### src/rtl/vci_pkg.sv
package vci_pkg;
  localparam int COL_W_D  = 4;
  localparam int ROW_W_D  = 4;
  localparam int DW_D     = 6;
  localparam int SPC_W_D  = 6;
  localparam int FRAC_W_D = 7;
  localparam int HOLD_W_D = 4;
  localparam int STEP_W_D = 5;

  typedef enum logic {DIR_MIRROR = 1'b0, DIR_NORMAL = 1'b1} dir_e;
endpackage

### src/rtl/vci_line_track.sv
module vci_line_track
  import vci_pkg::*;
#(
  parameter int ROW_W  = ROW_W_D,
  parameter int SPC_W  = SPC_W_D,
  parameter int HOLD_W = HOLD_W_D,
  parameter int STEP_W = STEP_W_D
) (
  input  logic              clk,
  input  logic              rst,
  input  logic              vs_in,
  input  logic              vs_pol,
  input  logic              line_tick,
  input  logic [SPC_W-1:0]  spacing,
  input  logic [HOLD_W-1:0] hold,
  input  logic [STEP_W-1:0] step,
  input  logic [ROW_W-1:0]  row_first,
  input  logic [ROW_W-1:0]  row_last,
  output logic [ROW_W-1:0]  row_u,
  output logic [SPC_W-1:0]  off_u
);
  logic              vs_act, vs_q, vs_edge;
  logic [ROW_W-1:0]  row_l, nrow;
  logic [SPC_W-1:0]  off_l, noff, spc_m1;
  logic [HOLD_W-1:0] hold_left;
  logic [STEP_W-1:0] step_cnt, step_m1;
  logic              at_end, wrap;

  assign vs_act  = vs_pol ? vs_in : ~vs_in;
  assign vs_edge = vs_act & ~vs_q;
  assign spc_m1  = spacing - SPC_W'(1);
  assign step_m1 = (step == '0) ? '0 : step - STEP_W'(1);
  assign at_end  = (row_l >= row_last);
  assign wrap    = (step_cnt >= step_m1);

  always_comb begin
    if (off_l == spc_m1) begin
      nrow = row_l + ROW_W'(1);
      noff = '0;
    end else begin
      nrow = row_l;
      noff = off_l + SPC_W'(1);
    end
  end

  always_ff @(posedge clk) begin
    if (rst) begin
      vs_q <= 1'b1;
    end else begin
      vs_q <= vs_act;
    end
  end

  always_ff @(posedge clk) begin
    if (rst) begin
      row_l     <= '0;
      off_l     <= '0;
      row_u     <= '0;
      off_u     <= '0;
      hold_left <= '0;
      step_cnt  <= '0;
    end else if (vs_edge) begin
      row_l     <= row_first;
      off_l     <= '0;
      row_u     <= row_first;
      off_u     <= '0;
      hold_left <= hold;
      step_cnt  <= '0;
    end else if (line_tick) begin
      if (hold_left != '0) begin
        hold_left <= hold_left - HOLD_W'(1);
      end else if (!at_end) begin
        row_l <= nrow;
        off_l <= noff;
        if (wrap) step_cnt <= '0;
        else      step_cnt <= step_cnt + STEP_W'(1);
        if (wrap || (nrow >= row_last)) begin
          row_u <= nrow;
          off_u <= noff;
        end
      end
    end
  end

  // a start edge lands the used state on the first row, offset zero
  p_restart_r3: assert property (@(posedge clk) disable iff (rst)
    (!$past(rst) && $past(vs_edge)) |-> (row_u == $past(row_first) && off_u == '0));

  // ticks spent in the hold window leave the used state alone
  p_hold_r4: assert property (@(posedge clk) disable iff (rst)
    (!vs_edge && line_tick && hold_left != '0) |=> ($stable(row_u) && $stable(off_u)));

  // without a tick or a restart the used state never moves
  p_quiet_r5: assert property (@(posedge clk) disable iff (rst)
    (!vs_edge && !line_tick) |=> ($stable(row_u) && $stable(off_u)));

  // once at the last row the walk is frozen
  p_end_r7: assert property (@(posedge clk) disable iff (rst)
    (!vs_edge && line_tick && at_end) |=> ($stable(row_l) && $stable(off_u) && $stable(row_u)));
endmodule

### src/rtl/vci_row_map.sv
module vci_row_map
  import vci_pkg::*;
#(
  parameter int ROW_W = ROW_W_D,
  parameter int COL_W = COL_W_D
) (
  input  logic                   clk,
  input  logic                   rst,
  input  logic [ROW_W-1:0]       row_u,
  input  logic [ROW_W-1:0]       row_first,
  input  logic [ROW_W-1:0]       row_last,
  input  logic                   dir_norm,
  input  logic [COL_W-1:0]       col,
  output logic [ROW_W+COL_W-1:0] addr_a,
  output logic [ROW_W+COL_W-1:0] addr_b
);
  localparam int AW = ROW_W + COL_W;

  logic [ROW_W-1:0] logical [2];
  logic [AW-1:0]    addr    [2];

  assign logical[0] = row_u;
  assign logical[1] = (row_u >= row_last) ? row_u : row_u + ROW_W'(1);

  genvar gi;
  generate
    for (gi = 0; gi < 2; gi++) begin : g_port
      logic [ROW_W-1:0] phys;
      always_comb begin
        if (dir_e'(dir_norm) == DIR_NORMAL) phys = logical[gi];
        else                                phys = row_first + row_last - logical[gi];
      end
      assign addr[gi] = {phys, col};
    end
  endgenerate

  assign addr_a = addr[0];
  assign addr_b = addr[1];

  // inside the active range, both reads stay inside it in either direction
  p_in_range_r8: assert property (@(posedge clk) disable iff (rst)
    (row_first <= row_last && row_u >= row_first && row_u <= row_last) |->
      (addr_a[AW-1:COL_W] >= row_first && addr_a[AW-1:COL_W] <= row_last &&
       addr_b[AW-1:COL_W] >= row_first && addr_b[AW-1:COL_W] <= row_last));
endmodule

### src/rtl/vci_lerp.sv
module vci_lerp
  import vci_pkg::*;
#(
  parameter int DW     = DW_D,
  parameter int COL_W  = COL_W_D,
  parameter int SPC_W  = SPC_W_D,
  parameter int FRAC_W = FRAC_W_D
) (
  input  logic              clk,
  input  logic              rst,
  input  logic [SPC_W-1:0]  off_u,
  input  logic [FRAC_W-1:0] recip,
  input  logic              req_v,
  input  logic [COL_W-1:0]  req_col,
  input  logic [DW-1:0]     da,
  input  logic [DW-1:0]     db,
  output logic              out_valid,
  output logic [DW-1:0]     out_value,
  output logic [COL_W-1:0]  out_col
);
  localparam int KW    = SPC_W + FRAC_W;
  localparam int SHIFT = SPC_W + FRAC_W - 1;
  localparam int PW    = DW + KW + 3;
  localparam logic signed [PW-1:0] HALF = PW'(1) << (SHIFT - 1);
  localparam logic signed [PW-1:0] MAXV = PW'((1 << DW) - 1);

  logic [KW-1:0]          k;
  logic                   v_q;
  logic [COL_W-1:0]       col_q;
  logic signed [DW:0]     diff;
  logic signed [PW-1:0]   diff_x, k_x, prod, rnd, sum;

  always_ff @(posedge clk) begin
    if (rst) begin
      k     <= '0;
      v_q   <= 1'b0;
      col_q <= '0;
    end else begin
      k     <= KW'(off_u) * KW'(recip);
      v_q   <= req_v;
      col_q <= req_col;
    end
  end

  always_comb begin
    diff   = $signed({1'b0, db}) - $signed({1'b0, da});
    diff_x = PW'(diff);
    k_x    = $signed(PW'(k));
    prod   = diff_x * k_x;
    rnd    = (prod + HALF) >>> SHIFT;
    sum    = rnd + $signed(PW'(da));
  end

  always_ff @(posedge clk) begin
    if (rst) begin
      out_valid <= 1'b0;
      out_value <= '0;
      out_col   <= '0;
    end else begin
      out_valid <= v_q;
      out_col   <= col_q;
      if (sum < 0)         out_value <= '0;
      else if (sum > MAXV) out_value <= MAXV[DW-1:0];
      else                 out_value <= sum[DW-1:0];
    end
  end

  // a zero weight passes the first row through untouched
  p_exact_r2: assert property (@(posedge clk) disable iff (rst)
    (v_q && k == '0) |=> (out_value == $past(da)));

  // a blend beyond the top rail reports the top code
  p_sat_hi_r10: assert property (@(posedge clk) disable iff (rst)
    (v_q && sum > MAXV) |=> (out_value == MAXV[DW-1:0]));
endmodule

### src/rtl/vcorr_interp.sv
module vcorr_interp
  import vci_pkg::*;
#(
  parameter int COL_W  = COL_W_D,
  parameter int ROW_W  = ROW_W_D,
  parameter int DW     = DW_D,
  parameter int SPC_W  = SPC_W_D,
  parameter int FRAC_W = FRAC_W_D,
  parameter int HOLD_W = HOLD_W_D,
  parameter int STEP_W = STEP_W_D
) (
  input  logic                   clk,
  input  logic                   rst,
  input  logic                   vs_in,
  input  logic                   line_tick,
  input  logic [SPC_W-1:0]       cfg_spacing,
  input  logic [FRAC_W-1:0]      cfg_recip,
  input  logic [HOLD_W-1:0]      cfg_hold,
  input  logic [STEP_W-1:0]      cfg_step,
  input  logic [ROW_W-1:0]       cfg_row_first,
  input  logic [ROW_W-1:0]       cfg_row_last,
  input  logic                   cfg_vs_pol,
  input  logic                   cfg_dir_norm,
  input  logic                   col_valid,
  input  logic [COL_W-1:0]       col_idx,
  output logic [ROW_W+COL_W-1:0] rd_addr_a,
  output logic [ROW_W+COL_W-1:0] rd_addr_b,
  input  logic [DW-1:0]          rd_data_a,
  input  logic [DW-1:0]          rd_data_b,
  output logic                   out_valid,
  output logic [DW-1:0]          out_value,
  output logic [COL_W-1:0]       out_col
);
  logic [ROW_W-1:0] row_u;
  logic [SPC_W-1:0] off_u;

  vci_line_track #(
    .ROW_W(ROW_W), .SPC_W(SPC_W), .HOLD_W(HOLD_W), .STEP_W(STEP_W)
  ) u_track (
    .clk(clk), .rst(rst), .vs_in(vs_in), .vs_pol(cfg_vs_pol),
    .line_tick(line_tick), .spacing(cfg_spacing), .hold(cfg_hold),
    .step(cfg_step), .row_first(cfg_row_first), .row_last(cfg_row_last),
    .row_u(row_u), .off_u(off_u)
  );

  vci_row_map #(.ROW_W(ROW_W), .COL_W(COL_W)) u_map (
    .clk(clk), .rst(rst), .row_u(row_u), .row_first(cfg_row_first),
    .row_last(cfg_row_last), .dir_norm(cfg_dir_norm), .col(col_idx),
    .addr_a(rd_addr_a), .addr_b(rd_addr_b)
  );

  vci_lerp #(.DW(DW), .COL_W(COL_W), .SPC_W(SPC_W), .FRAC_W(FRAC_W)) u_lerp (
    .clk(clk), .rst(rst), .off_u(off_u), .recip(cfg_recip),
    .req_v(col_valid), .req_col(col_idx), .da(rd_data_a), .db(rd_data_b),
    .out_valid(out_valid), .out_value(out_value), .out_col(out_col)
  );

  // each request surfaces exactly two cycles later
  p_latency_r11: assert property (@(posedge clk) disable iff (rst)
    (!$past(rst) && !$past(rst, 2)) |-> (out_valid == $past(col_valid, 2)));

  // the column tag follows its request
  p_col_tag_r11: assert property (@(posedge clk) disable iff (rst)
    (!$past(rst) && !$past(rst, 2) && $past(col_valid, 2)) |-> (out_col == $past(col_idx, 2)));
endmodule

### config.mk
export PLATFORM = sky130hd
export DESIGN_NAME = vcorr_interp
export DESIGN_NICKNAME = d
export VERILOG_FILES = /design/src/rtl/vci_pkg.sv /design/src/rtl/vci_line_track.sv /design/src/rtl/vci_row_map.sv /design/src/rtl/vci_lerp.sv /design/src/rtl/vcorr_interp.sv
export SDC_FILE = /design/constraint.sdc
export NUM_CORES = 1
export LEC_CHECK = 0
export BUFFER_PORTS_ARGS = -buffer_cell sky130_fd_sc_hd__buf_2
export CAP_MARGIN = 25
export CORE_MARGIN = 4
export CORE_UTILIZATION = 59
export CTS_BUF_LIST = sky130_fd_sc_hd__clkbuf_4
export CTS_CLUSTER_SIZE = 28
export DETAILED_ROUTE_END_ITERATION = 8
export PLACE_DENSITY_LB_ADDON = 0.1
export SYNTH_ARGS = -nofsm -noshare
export SYNTH_HDL_FRONTEND = slang
export SYNTH_HIERARCHICAL = 1
export SYNTH_SLANG_ARGS = --single-unit
### constraint.sdc
create_clock -name clk -period 12.6 [get_ports clk]
set_input_delay 0.63 -clock clk [delete_from_list [all_inputs] [get_ports clk]]
set_output_delay 0.63 -clock clk [all_outputs]
set_load 0.02 [all_outputs]
* Word level (Yosys, flattened, before mapping)
Index checks and enable logic that the tools add are counted.
** Word-level totals
- Input bits :: 53
- Register bits :: 59
- Output and inout port bits :: 27
** Cells by class
- Reductions and logical operators :: 13
- Eq/ne operators :: 3
- Bitwise gates (word level) :: 5
- $mul :: 2
- $add $sub $neg :: 13
- Order comparisons :: 6
- Mux-type cells :: 21
** Operators by type and width (count)
- $mux W4 :: 16
- $add A21 B13 Y22 const B :: 1
- $mul A7 B14 Y21 :: 1
- $mul A6 B7 Y13 :: 1
- $ge A4 B4 Y1 :: 3
- $mux W6 :: 2
- $add A10 B7 Y11 :: 1
- $gt A11 B7 Y1 const B :: 1
- $lt A11 B1 Y1 const B :: 1
- $mux W5 :: 2
- $add A4 B1 Y4 const B :: 2
- $reduce_and A4 Y1 :: 2
- $sub A4 B4 Y4 :: 2
- $sub A6 B6 Y7 :: 1
- $add A6 B1 Y6 const B :: 1
- $eq A6 B6 Y1 :: 1
- $reduce_and A3 Y1 :: 2
- $reduce_bool A2 Y1 :: 3
- $sub A6 B1 Y6 const B :: 1
- $add A5 B1 Y5 const B :: 1
- $ge A5 B5 Y1 :: 1
- $logic_not A5 Y1 :: 1
- $sub A5 B1 Y5 const B :: 1
- $add A4 B4 Y4 :: 1
- other kinds (9) :: 14

* Longest topological paths before layout
Gate-level depths: netlist of run 1.
- Depth after elaboration :: 10
- Depth in mapped cells :: 34
- Gate-level depth less buffers :: 34

* By module
Netlist of run 1, hierarchy kept.
** Modules (own cells, without submodules)
- vci_lerp :: instances 1, area an instance 5413.9 µm², cells an instance 608, sequential area each 580.6 µm²
- vci_line_track :: instances 1, area an instance 2031.9 µm², cells an instance 250, sequential area each 600.6 µm²
- vci_row_map :: instances 1, area an instance 658.1 µm², cells an instance 82, sequential area each 0.0 µm²

* Least setup slack after synthesis of run 1
OpenSTA, ideal clock, no wires.
- Kind :: input to register
- Start point :: input port rd_data_b[0]
- End point :: register u_lerp.out_value[0]
- Buffers on the path :: 0
- Arrival time :: 7.121 ns
- Cell stages on the path :: 32
- Slack :: 5.409 ns
- Path through :: inv_1 -> ha_1 -> inv_2 -> fa_1 -> a21o_1 -> a21oi_1 -> nor2b_1 -> o21ai_0 -> nand2b_1 -> or2_2 -> fa_1 -> fa_1 -> inv_1 -> fa_1 -> fa_1 -> ha_1 -> a221oi_2 -> o21ai_2 -> nand2_1 -> o211ai_1 -> a21oi_1 -> xnor2_1 -> ha_1 -> fa_1 -> a21o_1 -> a21oi_1 -> o21ai_0 -> nand4_1 -> mux2i_1 -> o31ai_1 -> mux2i_2 -> a21oi_1
** On the way
- Longest elaborated chain between the ends :: 6
- Elaborated cells on any way between the ends :: 8
- Classes of those cells :: 3 x add/sub; 1 x mul; 2 x order compare; 1 x mux; 1 x reduce/logical
** Ends and longest elaborated chain
- from (decl) :: line vcorr_interp.sv:29 : input logic [DW-1:0] rd_data_b,
- $sub A6 B6 Y7 * :: line vci_lerp.sv:46 : diff = $signed({1'b0, db}) - $signed({1'b0, da});
- $mul A7 B14 Y21 * :: line vci_lerp.sv:49 : prod = diff_x * k_x;
- $add A21 B13 Y22 * :: line vci_lerp.sv:50 : rnd = (prod + HALF) >>> SHIFT;
- $add A10 B7 Y11 * :: line vci_lerp.sv:51 : sum = rnd + $signed(PW'(da));
- $gt A11 B7 Y1 / $lt A11 B1 Y1 (equally long branches) :: line vci_lerp.sv:63, vci_lerp.sv:62
- $mux W6 / $reduce_or A2 Y1 (equally long branches)
- to (signal assigned) :: line vci_lerp.sv:63 : else if (sum > MAXV) out_value <= MAXV[DW-1:0];
- to (signal assigned) :: line vci_lerp.sv:64 : else out_value <= sum[DW-1:0];
- to (decl) :: line vci_lerp.sv:18 : output logic [DW-1:0] out_value,
Mark *: on every way between the ends. The rest lies on a longest branch, timed or not.
A chain may end at the register's enable or synchronous reset.

* Worst setup path after layout of run 1
- Start point :: input port rd_data_b[0]
- End point :: register u_lerp.out_value[1]
Same word-level chain as after synthesis.

==> results of run 1 <==
cell usage in the layout, fill, tap and decap left out, types with 3 or more instances in the layout:
| cell | synthesis | routed |
|---|---|---|
| a211oi_1 | 7 | 7 |
| a21o_1 | 15 | 15 |
| a21oi_1 | 44 | 44 |
| a21oi_2 | 5 | 5 |
| a31oi_1 | 4 | 4 |
| and2_1 | 63 | 63 |
| and3_1 | 5 | 5 |
| buf_2 | 2 | 79 |
| buf_4 | 8 | 3 |
| bufinv_16 | 0 | 3 |
| clkbuf_4 | 0 | 9 |
| dfxtp_1 | 59 | 59 |
| fa_1 | 80 | 80 |
| ha_1 | 117 | 117 |
| inv_1 | 140 | 140 |
| mux2i_1 | 7 | 7 |
| nand2_1 | 85 | 85 |
| nand2b_1 | 10 | 10 |
| nand3_1 | 13 | 13 |
| nand4_1 | 9 | 9 |
| nand4b_1 | 3 | 3 |
| nor2_1 | 49 | 49 |
| nor2b_1 | 35 | 35 |
| nor3_1 | 9 | 9 |
| nor3b_1 | 3 | 3 |
| o2111ai_1 | 3 | 3 |
| o21a_1 | 6 | 6 |
| o21ai_0 | 15 | 15 |
| o21ai_1 | 11 | 11 |
| o21bai_1 | 6 | 6 |
| or2_2 | 4 | 4 |
| or3_1 | 7 | 7 |
| xnor2_1 | 31 | 31 |
| xor2_1 | 24 | 24 |
metrics by stage:
step | cells | setup WS (ps) | cell area, um2
floorplan | 940 | 5410 | 8100
global placement | 1164 | 4710 | 8560
detailed placement | 1166 | 4560 | 8580
CTS | 1182 | 5030 | 8760
global route | 1183 | 4550 | 8770
finish | 1183 | 5010 | 8770
path summary, 6_finish.rpt:
kind,startpoint,to,slack (ps),depth (start not counted)
worst max-delay path,rd_data_b[0],u_lerp/out_value[1]$_SDFF_PP0_,5010,33
worst max register to register,u_lerp/k[0]$_SDFF_PP0_,u_lerp/out_value[1]$_SDFF_PP0_,6580,23
worst min register to register,u_lerp/v_q$_SDFF_PP0_,u_lerp/out_valid$_SDFF_PP0_,430,1
worst min-delay path,col_valid,u_lerp/v_q$_SDFF_PP0_,420,2
registers in the layout, indices dropped and copies added, names as in the netlist:
signal and cells:
u_track/hold_left 4, u_track/row_l 4, u_lerp/col_q 4, u_lerp/out_valid 1
u_track/vs_q 1, u_track/row_u 4, u_lerp/k 13, u_track/off_u 6
u_lerp/out_col 4, u_track/off_l 6, u_track/step_cnt 5, u_lerp/v_q 1
u_lerp/out_value 6
cell usage after synthesis, types with 8 or more instances:
cell / n
clkbuf_1: 20
nand3_1: 13
o21ai_0: 15
a21oi_1: 44
ha_1: 117
nand4_1: 9
inv_1: 140
nand2_1: 85
nor3_1: 9
a21o_1: 15
o21ai_1: 11
dfxtp_1: 59
nor2b_1: 35
nand2b_1: 10
buf_4: 8
nor2_1: 49
fa_1: 80
xor2_1: 24
xnor2_1: 31
and2_1: 63
area by class of cell:
type	count	share of cell area
Multi-Input combinational cell	709	0.711
Inverter	141	0.0604
Timing Repair Buffer	82	0.0477
Clock inverter	7	0.0133
Tap cell	176	0.0251
Sequential cell	59	0.135
Clock buffer	9	0.00770
layer usage:
layer / vias to the layer above / GRT usage / share of wire
li1: 3182 / - / -
met1: 2994 / 0.294 / 0.46
met2: 98 / 0.367 / 0.49
met3: 15 / 0.0414 / 0.043
met4: 0 / 0.0517 / 0.011
met5: - / 0 / 0
cell families (layout without fill, tap and decap cells):
| kind of cell | Yosys count | in the layout | share of synthesized area |
|---|---|---|---|
| xor+xnor | 56 | 56 | 0.0614 |
| buf+inv | 172 | 239 | 0.0846 |
| compound gates | 140 | 140 | 0.119 |
| simple gates | 306 | 306 | 0.197 |
| flops | 59 | 59 | 0.146 |
| fa+ha+maj | 197 | 197 | 0.378 |
| mux | 10 | 10 | 0.0136 |
worst max-delay path, delay by kind of cell:
family	cells	cell delay, ps
AOI/OAI and AO/OA	12	2220
xor gates and xnor gates	1	90
adders and majority gates	9	3550
buffers and inverters	4	230
muxes	2	250
and+or+nand+nor	5	980
report_power, final:
part	internal [mW]	switching [mW]	total [mW]	leakage, nW
Combinational	0.121	0.178	0.300	3.80
Sequential	0.201	0.0131	0.214	0.481
Clock	0.100	0.0756	0.176	0.0959
==> flow_metrics.py, run 1 <==
metrics = {
    "status": {
        "status": "finished clean",
    },
    "setup_path": {
        "path_max_fanout": 14,
        "cp_common_cell": "fa_1",
        "path_class": "in -> reg",
        "cp_slowest_cell": "fa_1",
        "slowest_delay_ps": 540,
        "arrival_ps": 7950,
        "setup.worst_path.end_class": "flip-flop",
        "crit_required_ps": 12960,
        "crit_path_start_kind": "input pin",
    },
    "final_layout": {
        "fillerInstances": 1229,
        "drive_gt1_frac": 0.122,
        "fin_util": 0.657,
        "antennaDiodeCount": 0,
        "area_growth_pct": 8.21,
        "nets": 1252,
        "multi_input_area_um2": 6240,
        "seqCellArea_um2": 1180,
    },
    "logic_synthesis": {
        "ys_ff_latch": 59,
        "syn_inst": 940,
        "netlist.area_leader.share": 0.198,
        "synth.yosys.warnings": 6,
        "ys_seq_area_frac": 0.146,
        "async_reset_ff_frac": 0,
        "synth_area_um2": 8100,
        "synthFlopType": "dfxtp_1",
        "synth-edff-count": 0,
        "postSynthAreaPerCell_um2": 8.62,
        "synth_cell_types": 68,
        "synthTopCellsByArea": "fa_1, ha_1, dfxtp_1, inv_1, and2_1",
        "syn_nets": 1190,
        "synth_top_area_cell": "fa_1",
    },
    "global_routing": {
        "antenna_found_initial": 0,
        "gr-usage-all-layers": 0.219,
        "grt_pass1_wl_mm": 29.0,
        "grt_pass1_vias": 6291,
        "overflow": 0,
        "grt_max_degree": 40,
    },
    "cts": {
        "post_cts_buffers": 0,
        "clock-root-buffer": "clkbuf_4",
        "clkLatencyLatePin_ps": 430,
        "cts_tree": "yes",
        "htreeDepth": 3,
        "cts.sinks": 59,
        "ctsLongestPathBuffers": 2,
        "hold_buffers": 0,
        "clk_pin_slew_ps": 110,
        "cts_buffers": 9,
        "ctsResizeCount": 0,
    },
    "timing": {
        "worstMarginPinSlew_ps": 1070,
        "min_period_ps": 7590,
        "finalHoldViolCount": 0,
        "rsz0062_at_grt": "no",
        "maxSlewViolCount": 0,
        "max_freq_mhz": 132,
        "relSlewSlack": 0.284,
        "setup_viol_count_final": 0,
        "fin_tns_setup_ps": 0,
        "clock_skew_ps": 18.2,
        "hold-worst-slack_ps": 424,
        "post-route-period-util": 0.602,
    },
    "die": {
        "die_x_um": 125,
        "io_pins": 80,
        "start_util": 0.607,
        "coreArea_um2": 13300,
        "rows": 42,
        "fp.dieH_um": 125,
        "dieArea_um2": 15700,
    },
    "detailed_routing": {
        "drtAntennaViolNets": 0,
        "vias": 6289,
        "drtIter0Drc": 193,
        "vias_per_cell": 5.32,
        "wl_per_cell_um": 13.7,
        "drtPass1Iterations": 4,
        "drc": 0,
        "wl_mm": 16.2,
    },
    "hold_path": {
        "hold_path_class": "in -> reg",
    },
    "power": {
        "power_uw": 689,
        "power_leakage_nw": 4.38,
        "ir_worst_vdd_mv": 0.0589,
        "power.density_nw_per_um2": 78.6,
    },
    "placed_design": {
        "post-dp-hpwl_mm": 13.4,
        "gp_congestion": 0.855,
        "port_buffers": 79,
    },
    "job": {
        "maxCapViolCount": 0,
    },
}
Note: power is estimated with default switching activity, not from simulation.
==> inputs of run 2 (changes only) <==
Settings changed: CORE_UTILIZATION 59 to 57.
Clock period 12.6 ns to 6.9 ns, I/O delays scaled along.
==> run 2 against run 1 <==
Sequential power grew 82%. Via count increased by 5.5%. Critical endpoint unchanged. Clock-buffer cell count did not move. Power grew 92%. Design area grew 7.2%.
==> flow_metrics.py, run 2 (synthesis results as in run 1) <==
metrics = {
    "hold_path": {
        "whs_path_depth": 2,
        "hold_path_class": "in -> reg",
    },
    "detailed_routing": {
        "vias_per_cell": 5.34,
        "drtPass1Iterations": 5,
        "drc": 0,
        "drtIter0Drc": 212,
        "drt-met1-wl_mm": 7.66,
        "wl_mm": 17.5,
        "routed.top_layer": "met4",
        "dr_wl_met3_um": 551,
        "dr_wl_met2_mm": 9.18,
        "drtAntennaViolNets": 0,
        "wl_per_cell_um": 14.1,
        "vias": 6633,
    },
    "power": {
        "power_leakage_nw": 4.66,
        "p_comb_frac": 0.514,
        "power_mw": 1.33,
        "power_frac_seq": 0.294,
        "intPower_uw": 786,
        "clkPwrFrac": 0.192,
        "power.density_nw_per_um2": 141,
        "switchingPower_uw": 539,
        "sw_frac_of_total": 0.406,
        "ir_worst_vdd_mv": 0.116,
    },
    "timing": {
        "post-route-period-util": 0.977,
        "fin_tns_setup_ps": 0,
        "setup_viol_count_final": 0,
        "min_period_ps": 6740,
        "maxSlewViolCount": 0,
        "max_freq_mhz": 148,
        "worstMarginPinSlew_ps": 899,
        "clock_skew_ps": 19.8,
        "finalHoldViolCount": 0,
        "relSlewSlack": 0.398,
    },
    "die": {
        "dieArea_um2": 16200,
        "die_x_um": 127,
        "coreArea_um2": 13900,
        "start_util": 0.584,
        "rows": 43,
        "io_pins": 80,
        "fp.dieH_um": 127,
    },
    "final_layout": {
        "largest_register_ffs": 13,
        "nets": 1307,
        "area_growth_pct": 16.0,
        "fin_util": 0.677,
        "antennaDiodeCount": 0,
        "drive_gt1_frac": 0.196,
        "fillerInstances": 1240,
        "final_common_cell": "inv_1",
        "top_register": "u_lerp/k",
        "mostFrequentLayoutCells": "inv_1, ha_1, nand2_1",
        "seqCellArea_um2": 1180,
        "multi_input_area_um2": 6480,
    },
    "setup_path": {
        "path_class": "in -> reg",
        "cp_common_cell": "inv_1",
        "setup.worst_path.end_class": "flip-flop",
        "path_max_fanout": 6,
        "crit_required_ps": 7240,
        "crit_path_start_kind": "input pin",
        "cp_slowest_cell": "fa_1",
        "slowest_delay_ps": 550,
        "r2r_cells": 25,
        "arrival_ps": 7080,
    },
    "cts": {
        "clk_pin_slew_ps": 100,
        "ctsLongestPathBuffers": 2,
        "clock-root-buffer": "clkbuf_4",
        "cts.sinks": 59,
        "clkLatencyLatePin_ps": 420,
        "cts_tree": "yes",
        "htreeDepth": 3,
        "cts_buffers": 9,
    },
    "placed_design": {
        "gp_congestion": 0.868,
        "port_buffers": 79,
        "post-dp-hpwl_mm": 13.9,
    },
    "global_routing": {
        "gr-usage-all-layers": 0.215,
        "grt_max_degree": 40,
        "grt_pass1_vias": 6401,
        "grt_pass1_wl_mm": 29.1,
        "overflow": 0,
        "antenna_found_initial": 0,
    },
    "status": {
        "status": "finished clean",
    },
    "job": {
        "maxCapViolCount": 0,
    },
}
[run 2: cell count changes in the layout (fill, tap and decap cells not counted), moves of 3 or more]
cell     before  now
a21oi_1      44   36
ha_2          0    4
xnor2_4       0    3
a21oi_2       5   12
o21ai_1      11   14
buf_4         3   56
o21ai_0      15   11
xnor2_1      31   28
ha_4          0    5
ha_1        117  108
[run 2: metrics by stage]
step,worst slack [ps],instances,area [um2],hold slack (ps)
finish,156,1242,9400,144
global placement,-298,1215,8920,415
global route,-111,1242,9400,125
CTS,4.74,1232,9090,114
detailed placement,-485,1215,8920,425
floorplan,45.7,940,8110,414
[run 2: path summary, 6_finish.rpt]
check | slack (ps) | startpoint | end
min reg2reg | 450 | u_lerp/v_q$_SDFF_PP0_ | u_lerp/out_valid$_SDFF_PP0_
max reg2reg | 1010 | u_lerp/k[2]$_SDFF_PP0_ | u_lerp/out_value[1]$_SDFF_PP0_
min | 140 | col_valid | u_lerp/v_q$_SDFF_PP0_
max | 160 | rd_data_a[1] | u_lerp/out_value[1]$_SDFF_PP0_
[run 2: power by group through the flow]
stage | registers, mW | clock network, mW | logic, mW
2_1_floorplan | 0.399 | 0 | 0.412
3_3_place_gp | 0.397 | 0 | 0.599
3_5_place_dp | 0.397 | 0 | 0.605
4_1_cts | 0.390 | 0.263 | 0.613
5_1_grt | 0.395 | 0.280 | 0.758
6_report | 0.390 | 0.255 | 0.680
[run 2: metal layers]
layer | vias up | global-route usage
met3 | 11 | 0.0276
met2 | 102 | 0.382
met5 | - | 0
met1 | 3219 | 0.284
li1 | 3301 | -
met4 | 0 | 0.0379
[run 2: worst max-delay path, delay by kind of cell]
family          cells  cell delay, ps
fa+ha+maj           7            2950
xor+xnor            2             250
mux                 2             170
simple gates        4             510
compound gates     10            1820
buf+inv            11            1010
[run 2: what timing repair did]
action                     CTS  global route
pin swaps                    2            35
resized for setup            2            40
setup endpoints to repair    6             6
buffers inserted             1             9
hold buffers                 0             0
gates cloned                 0             1
[run 2: cell type report]
type / count / share of cell area
multi-input combinational: 710 / 0.690
sequential: 59 / 0.126
timing repair buffer: 136 / 0.0889
inverter: 141 / 0.0563
tap: 180 / 0.0240
clock inverter: 7 / 0.00825
clock buffer: 9 / 0.00719
